`src/rtl/skx_pkg.sv`:
```
package skx_pkg;
  typedef enum logic [1:0] {PH_Q1 = 2'd0, PH_Q2 = 2'd1, PH_Q3 = 2'd2, PH_Q4 = 2'd3} phase_e;
  localparam int unsigned IW = 16;
  localparam logic [6:0] OPC_TST = 7'b0110011;
  localparam logic [7:0] OPC_XOR = 8'h0A;
endpackage

```
`src/rtl/skx_phase_gen.sv`:
```
module skx_phase_gen
  import skx_pkg::*;
(
  input  logic   clk,
  input  logic   rst,
  output phase_e phase
);
  always_ff @(posedge clk) begin
    if (rst) phase <= PH_Q1;
    else     phase <= phase_e'(phase + 2'd1);
  end
endmodule

```
`src/rtl/skx_decode.sv`:
```
module skx_decode
  import skx_pkg::*;
#(
  parameter int unsigned FW = 8,
  parameter int unsigned BW = 4,
  parameter int unsigned DW = 8
) (
  input  logic [IW-1:0]    instr,
  input  logic [BW-1:0]    bsr,
  output logic             is_tst,
  output logic             is_xor,
  output logic [BW+FW-1:0] addr,
  output logic [DW-1:0]    lit
);
  logic          acc_sel_n;
  logic [FW-1:0] fld;
  logic [BW-1:0] acc_bank;

  assign is_tst    = (instr[15:9] == OPC_TST);
  assign is_xor    = (instr[15:8] == OPC_XOR);
  assign acc_sel_n = instr[8];
  assign fld       = instr[FW-1:0];
  assign lit       = instr[DW-1:0];
  // low half of the access window maps to bank 0, upper half to the top bank
  assign acc_bank  = {BW{fld[FW-1]}};
  assign addr      = acc_sel_n ? {bsr, fld} : {acc_bank, fld};
endmodule

```
`src/rtl/skx_alu.sv`:
```
module skx_alu #(
  parameter int unsigned DW = 8
) (
  input  logic [DW-1:0] w_in,
  input  logic [DW-1:0] lit,
  input  logic [DW-1:0] mem_byte,
  output logic [DW-1:0] xor_res,
  output logic          mem_zero
);
  assign xor_res  = w_in ^ lit;
  assign mem_zero = (mem_byte == '0);
endmodule

```
`src/rtl/skipxor_unit.sv`:
```
module skipxor_unit
  import skx_pkg::*;
#(
  parameter int unsigned DW = 8,
  parameter int unsigned FW = 8,
  parameter int unsigned BW = 4,
  localparam int unsigned AW = BW + FW
) (
  input  logic          clk,
  input  logic          rst,
  input  logic [15:0]   instr_word,
  input  logic          pf_two_word,
  input  logic [BW-1:0] bsr,
  output logic [AW-1:0] dm_addr,
  output logic          dm_rd,
  input  logic [DW-1:0] dm_rdata,
  output logic [DW-1:0] w_out,
  output logic          n_flag,
  output logic          z_flag,
  output logic          squash,
  output logic          stall,
  output logic [1:0]    q_phase
);
  phase_e        phase;
  logic          dec_tst, dec_xor;
  logic [AW-1:0] dec_addr;
  logic [DW-1:0] dec_lit;
  logic          ir_tst, ir_xor;
  logic [DW-1:0] lit_q, res_q, alu_res;
  logic          zero_q, alu_zero, pend_two;

  skx_phase_gen u_phase (.clk(clk), .rst(rst), .phase(phase));

  skx_decode #(.FW(FW), .BW(BW), .DW(DW)) u_dec (
    .instr(instr_word), .bsr(bsr), .is_tst(dec_tst), .is_xor(dec_xor),
    .addr(dec_addr), .lit(dec_lit)
  );

  skx_alu #(.DW(DW)) u_alu (
    .w_in(w_out), .lit(lit_q), .mem_byte(dm_rdata),
    .xor_res(alu_res), .mem_zero(alu_zero)
  );

  assign q_phase = phase;

  always_ff @(posedge clk) begin
    if (rst) begin
      ir_tst   <= 1'b0;
      ir_xor   <= 1'b0;
      lit_q    <= '0;
      res_q    <= '0;
      zero_q   <= 1'b0;
      dm_addr  <= '0;
      dm_rd    <= 1'b0;
      w_out    <= '0;
      n_flag   <= 1'b0;
      z_flag   <= 1'b0;
      squash   <= 1'b0;
      stall    <= 1'b0;
      pend_two <= 1'b0;
    end else begin
      unique case (phase)
        PH_Q1: begin
          if (squash) begin
            ir_tst <= 1'b0;
            ir_xor <= 1'b0;
            dm_rd  <= 1'b0;
          end else begin
            ir_tst  <= dec_tst;
            ir_xor  <= dec_xor;
            lit_q   <= dec_lit;
            dm_addr <= dec_addr;
            dm_rd   <= dec_tst;
          end
        end
        PH_Q2: dm_rd <= 1'b0;
        PH_Q3: begin
          res_q  <= alu_res;
          zero_q <= alu_zero;
        end
        PH_Q4: begin
          if (ir_xor) begin
            w_out  <= res_q;
            n_flag <= res_q[DW-1];
            z_flag <= (res_q == '0);
          end
          if (ir_tst && zero_q) begin
            squash   <= 1'b1;
            stall    <= 1'b0;
            pend_two <= pf_two_word;
          end else if (squash && pend_two) begin
            squash   <= 1'b1;
            stall    <= 1'b1;
            pend_two <= 1'b0;
          end else begin
            squash   <= 1'b0;
            stall    <= 1'b0;
            pend_two <= 1'b0;
          end
        end
        default: ;
      endcase
    end
  end
endmodule

```
`config.mk`:
```
export PLATFORM = sky130hd
export DESIGN_NAME = skipxor_unit
export DESIGN_NICKNAME = d
export VERILOG_FILES = /design/src/rtl/skx_pkg.sv /design/src/rtl/skx_phase_gen.sv /design/src/rtl/skx_decode.sv /design/src/rtl/skx_alu.sv /design/src/rtl/skipxor_unit.sv
export SDC_FILE = /design/constraint.sdc
export NUM_CORES = 1
export LEC_CHECK = 0
export ABC_CLOCK_PERIOD_IN_PS = 1890
export BUFFER_PORTS_ARGS = -buffer_cell sky130_fd_sc_hd__buf_2
export CORE_ASPECT_RATIO = 1.75
export CORE_MARGIN = 4
export CORE_UTILIZATION = 51
export CTS_CLUSTER_DIAMETER = 60
export CTS_CLUSTER_SIZE = 24
export DETAILED_ROUTE_END_ITERATION = 10
export PLACE_DENSITY = 0.83
export RECOVER_POWER = 25
export SLEW_MARGIN = 0
export SYNTH_ARGS = -nofsm -noshare
export SYNTH_HDL_FRONTEND = slang
export SYNTH_SLANG_ARGS = --single-unit
```
`constraint.sdc`:
```
create_clock -name clk -period 1.89 [get_ports clk]
set_input_delay 0.378 -clock clk [delete_from_list [all_inputs] [get_ports clk]]
set_output_delay 0.378 -clock clk [all_outputs]
set_load 0.01 [all_outputs]
```
==> results of run 1 <==
## layout make-up
class                      instances  share of cell area
timing repair buffer              57              0.1435
clock inverter                     1            0.002670
inverter                           3            0.006008
multi-input combinational        127              0.3772
tap                               28             0.01869
clock buffer                       7             0.04606
sequential                        38              0.4059
## Yosys cell counts
master,instances,area share
nor2_1,14,0.034
nand2b_1,5,0.020
nand2_1,37,0.091
nor4_1,4,0.016
and2_1,1,0.0041
nor3b_1,1,0.0049
xnor2_1,8,0.046
a211oi_1,12,0.059
buf_1,2,0.0049
buf_4,1,0.0049
buf_2,6,0.020
clkbuf_1,1,0.0025
nor2b_1,3,0.012
inv_1,3,0.0074
a21oi_1,23,0.075
ha_1,4,0.033
nand4_1,3,0.012
nand3_1,4,0.013
dfxtp_1,38,0.50
and4b_1,1,0.0066
o21ai_0,1,0.0033
nor4b_2,1,0.0098
a211oi_2,1,0.0082
nor3_1,4,0.013
## logic make-up (layout without fill, tap and decap cells)
family | after synthesis | after routing | synth area share
AO/OA/AOI/OAI | 37 | 37 | 0.1458
flip-flops | 38 | 38 | 0.4980
buffers and inverters | 13 | 68 | 0.03931
XOR/XNOR | 8 | 8 | 0.04587
adder cells (fa/ha/maj) | 4 | 4 | 0.03276
AND/OR/NAND/NOR | 78 | 78 | 0.2383
## state kept, by name (all words and copies together) (netlist names)
register       count
dm_addr           12
res_q              8
w_out              8
u_phase.phase      2
dm_rd              1
ir_tst             1
ir_xor             1
pend_two           1
squash             1
stall              1
z_flag             1
zero_q             1
## metal layers
| metal | vias up | routed length [um] | share of wire | global-route usage |
|---|---|---|---|---|
| met5 | - | 0 | 0 | 0 |
| met4 | 0 | 78 | 0.024 | 0.1053 |
| met3 | 7 | 226 | 0.070 | 0.05566 |
| met2 | 43 | 1657 | 0.51 | 0.3266 |
| met1 | 613 | 1278 | 0.39 | 0.1761 |
| li1 | 712 | - | - | - |
## worst paths after layout
| path | slack [ns] | end | startpoint |
|---|---|---|---|
| worst max-delay path | 0.27 | dm_addr[5] | u_phase.phase[0] |
| worst min-delay path | 0.33 | dm_addr[0] | instr_word[0] |
| worst max register to register | 0.27 | dm_addr[5] | u_phase.phase[0] |
| worst min register to register | 0.46 | z_flag | z_flag |
## worst max-delay path: stages (launching register included)
cell and delay [ns]:
dfxtp_1 0.35, inv_1 0.09, ha_1 0.22, nor2b_1 0.60
nand2_1 0.12, a21oi_1 0.15
## power groups by stage
stage	Clock [mW]	Sequential [mW]	Combinational, mW
CTS	0.580	0.879	0.219
finish	0.560	0.879	0.212
global placement	0	0.896	0.215
floorplan	0	0.904	0.128
detailed placement	0	0.897	0.218
global route	0.613	0.886	0.242
## per-stage QoR
stage                     area, um^2  hold slack (ns)  utilization  cells
after CTS                       1891           0.3166       0.6530    261
after detailed placement        1799           0.4498       0.6214    253
after floorplan                 1528           0.4421            -    178
after global routing            1874           0.3241       0.6474    261
final                           1874           0.3278       0.6474    261
after global placement          1799           0.4443       0.6214    253
## cell usage in the layout, fill, tap and decap left out
| master | instances |
|---|---|
| a211oi_1 | 12 |
| nor2_1 | 14 |
| nand4_1 | 3 |
| nor4_1 | 4 |
| and2_1 | 1 |
| inv_1 | 3 |
| nor4b_2 | 1 |
| nor2b_1 | 3 |
| nor3b_1 | 1 |
| nand2_1 | 37 |
| nor3_1 | 4 |
| and4b_1 | 1 |
| o21ai_0 | 1 |
| dfxtp_1 | 38 |
| clkbuf_8 | 6 |
| buf_2 | 44 |
| clkinv_2 | 1 |
| a21oi_1 | 23 |
| xnor2_1 | 8 |
| clkbuf_1 | 14 |
| nand2b_1 | 5 |
| ha_1 | 4 |
| a211oi_2 | 1 |
| nand3_1 | 4 |
==> impl_results.md, run 1 <==
* Rel. slew slack at -0.03864
* H-tree depth at 2
* Total Routed Length at 3241 um
* Crit path launch type: flip-flop
* Die Height at 80.41 um
* Largest net degree at the start of global routing at 39
* Row cnt at 26
* Setup violators final at 0
* Dpl hpwl at about 2400 um
* Post-CTS Hold Fix Bufs at 0
* Layout area overhead at 22.69%
* Core Area at a little under 0.003 mm^2
* DIE AREA at ~0.004 mm^2
* Multi-input gate area in the final layout at approximately 710 um^2
* Syn_nets at approximately 210
* Post-CTS Resized at 0
* Antenna violations before repair at 0
* Unrepaired setup endpoints after global routing: false
* Worst setup EP type: flip-flop
* Tmin final at 1.620 ns
* Tot GR Track Use at 0.1799
* Initial Util at 0.5277
* NumNets Final at around 270
* Initial DRC Count at 18
* Min-delay worst type: in2reg
* Pwr dens at approximately 900 mW/mm^2
* Worst skew pair latency at ~0.29 ns
* GPL Wtd Cong at about 0.73
* Drc violations at 0
* Via-per-instance ratio at approximately 5.3
* Sequential Area at roughly 760 um^2
* Comb power frac at 0.128
* Sw Share at 0.2526
* Status: finished, violations left
* Synth cell types at 24
* Clk sinks at 38
* Clock share of power at 0.339
* DR pass1 iterations at 4
* Seq pwr share at 0.532
* Postcts setup bufs at 0
* P_int at roughly 1.2 mW
* Final hold vios at 0
* LEAKAGE at 0.7425 nW
* Hold Crit Depth at 3
* Synthesized flop and latch total at 38
* Clk_skew at roughly 0.0053 ns
* Critical path peak fanout at 12
* Final worst path period share at 0.8571
* Worst setup margin at 0.2700 ns
* CTS root buf: clkbuf_8
* Cells after Synth at 178
* Actual slew at the worst max-slew pin at ~1.6 ns
* CTS tree: built
* # fillers at 277
* Synth Area per Inst at 8.583 um^2
* R2R cell count at 5
* Mapped Area at 0.001528 mm^2
* CTS max path bufs at 2
* Max IR drop VDD at between 700 and 800 uV
* First-pass GRT wire length at 5444 um
* Vias in the first global route at between 1,000 and 1,500
* DIE WIDTH at a little under 50 um
* Worst Path Required at around 2.1 ns
* Routed via count at 1,375
* DRT antenna net count at 0
* Kind of critical path: reg2reg
* Share of layout cells above drive strength 1 at 0.2275
* Boundary Pins at 58
* Setup WS pre-CTS at between 0.2 and 0.3 ns
* CTS Buf Count at 5
* DR WL/cell at about 12 um
* FMAX at roughly 620 MHz
* Max Cap Viol at 1
* Setup TNS at 0 ns
* Clock slew at reported path FFs at around 0.070 ns
* P_sw at approximately 0.42 mW
* Slew Limit Fails at 39
* Failing checks: capacitance limit, slew limit
* Synth warn at 0
* Worst EP arrival at roughly 1.8 ns
* Sequential fraction of the synthesis area at 0.4980
* Tot Pwr at between 1.5 and 2 mW
* Total global routing overflow at 0
* PortBufs at 57
* ANT cells at 0
Note: power is estimated with default switching activity, not from simulation.
==> run 2: changes to the inputs <==
--- a/config.mk
+++ b/config.mk
@@ -5,7 +5,7 @@
 export SDC_FILE = /design/constraint.sdc
 export NUM_CORES = 1
 export LEC_CHECK = 0
-export ABC_CLOCK_PERIOD_IN_PS = 1890
+export ABC_CLOCK_PERIOD_IN_PS = 1980
 export BUFFER_PORTS_ARGS = -buffer_cell sky130_fd_sc_hd__buf_2
 export CORE_ASPECT_RATIO = 1.75
 export CORE_MARGIN = 4
==> constraint.sdc (replaced) <==
create_clock -name clk -period 1.98 [get_ports clk]
set_input_delay 0.396 -clock clk [delete_from_list [all_inputs] [get_ports clk]]
set_output_delay 0.396 -clock clk [all_outputs]
set_load 0.01 [all_outputs]
==> impl_results.md, run 2 (same netlist as run 1, synthesis figures left out) <==
* Status: finished, violations left
* Failing checks: capacitance limit, slew limit
* DR WL/cell at 12.53 um (+0.93%)
* NumNets Final at 267 (unchanged)
* Dpl hpwl at 2443 um (about the same)
* Tmin final at 1.654 ns (+0.03394 ns)
* Drc violations at 0 (unchanged)
* Met1 usage at 0.1819 (+0.005794)
* Util after Layout at 0.6474 (unchanged)
* Worst r2r src: u_phase.phase[0]
* Kind of critical path: reg2reg
* Commonest non-fill, non-tap cell in the layout: buf_2
* Worst path top cell family by delay: simple AND/OR/NAND/NOR gates
* Clk sinks at 38 (unchanged)
* Placed Area at 0.001799 mm^2 (unchanged)
* Pwr dens at 843.8 mW/mm^2 (-4.2%)
* Post-CTS Hold Fix Bufs at 0 (unchanged)
* Actual slew at the worst max-slew pin at 1.586 ns (+0.02804 ns)
* CP max-delay cell: nor2b_1
* Clock slew at reported path FFs at 0.07 ns (about the same)
* Setup violators final at 0 (unchanged)
* Layout area overhead at 22.69% (unchanged)
* R2R cell count at 5 (unchanged)
* Worst setup EP type: flip-flop
* First-pass GRT wire length at 5492 um (+0.88%)
* Initial DRC Count at 32 (+14)
* Most frequent cells in the layout: buf_2 (44), dfxtp_1 (38), nand2_1 (37)
* Worst R2R Setup Slack at 0.33 ns (+0.06 ns)
* CTS max path bufs at 2 (unchanged)
* Largest net degree at the start of global routing at 39 (unchanged)
* Core Area at 0.002895 mm^2 (unchanged)
* Share of layout cells above drive strength 1 at 0.2275 (unchanged)
* Via-per-instance ratio at 5.264 (about the same)
* Biggest register: dm_addr
* ANT cells at 0 (unchanged)
* DIE WIDTH at 49.38 um (unchanged)
* Unrepaired setup endpoints after global routing: false
* Boundary Pins at 58 (unchanged)
* Total Routed Length at 3271 um (+0.93%)
* CP peak stage delay at 0.62 ns (+0.02 ns)
* DRT antenna net count at 0 (unchanged)
* Post-CTS Resized at 0 (unchanged)
* CP endpoint: dm_addr[5]
* Top flop regs: dm_addr x12, res_q x8, w_out x8
* Max Cap Viol at 1 (unchanged)
* Total global routing overflow at 0 (unchanged)
* Final hold vios at 0 (unchanged)
* CTS root buf: clkbuf_8
* Rel. slew slack at -0.05734 (-0.01870)
* Tot Pwr at 1.582 mW (-4.2%)
* FMAX at 604.6 MHz (-2.1%)
* Busiest layer in global routing: met2
* Worst EP arrival at 1.85 ns (+0.04 ns)
* Final Cell Area at 0.001874 mm^2 (unchanged)
* Met3 Use GR at 0.05566 (unchanged)
* Row cnt at 26 (unchanged)
* Max reg flops at 12 (unchanged)
* Routed via count at 1,374 (-0.073%)
* Slew Limit Fails at 39 (unchanged)
* DR pass1 iterations at 4 (unchanged)
* Die Height at 80.41 um (unchanged)
* Worst skew pair latency at 0.29 ns (about the same)
* Critical path origin: u_phase.phase[0]
* Final worst path period share at 0.8353 (-0.02182)
* Antenna violations before repair at 0 (unchanged)
* Worst Path Required at 2.18 ns (+0.10 ns)
* Worst-path cell chain: inv_1 -> ha_1 -> nor2b_1 -> nand2_1 -> a21oi_1
* Clk_skew at 0.006650 ns (+0.001347 ns)
* Reg2reg end: dm_addr[5]
* Vias in the first global route at 1,327 (-1.7%)
* CTS tree: built
* H-tree depth at 2 (unchanged)
* # fillers at 274 (-1.1%)
* CP Buf/Inv Count at 1 (unchanged)
* CTS Buf Count at 5 (unchanged)
* Min-delay src: instr_word[1]
* PortBufs at 57 (unchanged)
* LEAKAGE at 0.7425 nW (unchanged)
* Postcts setup bufs at 0 (unchanged)
* GPL Wtd Cong at 0.7344 (about the same)
* Tot GR Track Use at 0.1799 (unchanged)
* Setup TNS at 0 ns (unchanged)
* CP Depth at 5 (unchanged)
* DIE AREA at 0.003970 mm^2 (unchanged)
* Met2 usage at 0.3293 (+0.002688)
* Max IR drop VDD at 572.1 uV (-24%)
* Critical path peak fanout at 12 (unchanged)
* Crit path launch type: flip-flop
* Min-delay worst type: in2reg
* Initial Util at 0.5277 (unchanged)
run 2: cell counts in the layout (fill, tap and decap cells not counted):
No cell type changed its count.
run 2: routing by layer:
layer | vias up | part of all wire
met2 | 40 | 0.52
met5 | - | 0
met1 | 614 | 0.39
met3 | 6 | 0.064
met4 | 0 | 0.019
li1 | 714 | -
run 2: worst reg2reg max path, delay by kind of cell, from the launching register on:
family / cells / cell delay [ns]
adder cells (fa/ha/maj): 1 / 0.23
flip-flops: 1 / 0.35
AND/OR/NAND/NOR: 2 / 0.74
buffers and inverters: 1 / 0.09
AO/OA/AOI/OAI: 1 / 0.15
run 2: worst min-delay path by stage:
| stage | to | cells after the start |
|---|---|---|
| global placement | z_flag | 2 |
| finish | dm_addr[1] | 3 |
| CTS | dm_addr[1] | 3 |
| global route | dm_addr[3] | 3 |
| floorplan | pend_two | 2 |
| detailed placement | z_flag | 2 |
run 2: cell type report:
| cell class | instances | area, um^2 | area share |
|---|---|---|---|
| multi-input combinational | 127 | 706.9 | 0.3772 |
| inverter | 3 | 11.26 | 0.006008 |
| timing repair buffer | 57 | 269.0 | 0.1435 |
| tap | 28 | 35.03 | 0.01869 |
| sequential | 38 | 760.7 | 0.4059 |
| clock inverter | 1 | 5.005 | 0.002670 |
| clock buffer | 7 | 86.33 | 0.04606 |
run 2: power breakdown:
part | internal [mW] | switching [mW] | leakage, nW
combinational | 0.0916 | 0.112 | 0.384
sequential | 0.806 | 0.0335 | 0.310
clock | 0.281 | 0.257 | 0.0482
total | 1.18 | 0.403 | 0.742
run 2: through the flow:
| step | cells | hold slack [ns] | worst slack, ns |
|---|---|---|---|
| 2_1_floorplan | 178 | 0.4421 | 0.6891 |
| 3_3_place_gp | 253 | 0.4434 | 0.4090 |
| 3_5_place_dp | 253 | 0.4497 | 0.3629 |
| 4_1_cts | 261 | 0.3391 | 0.3337 |
| 5_1_grt | 261 | 0.3440 | 0.09832 |
| 6_report | 261 | 0.3474 | 0.3261 |
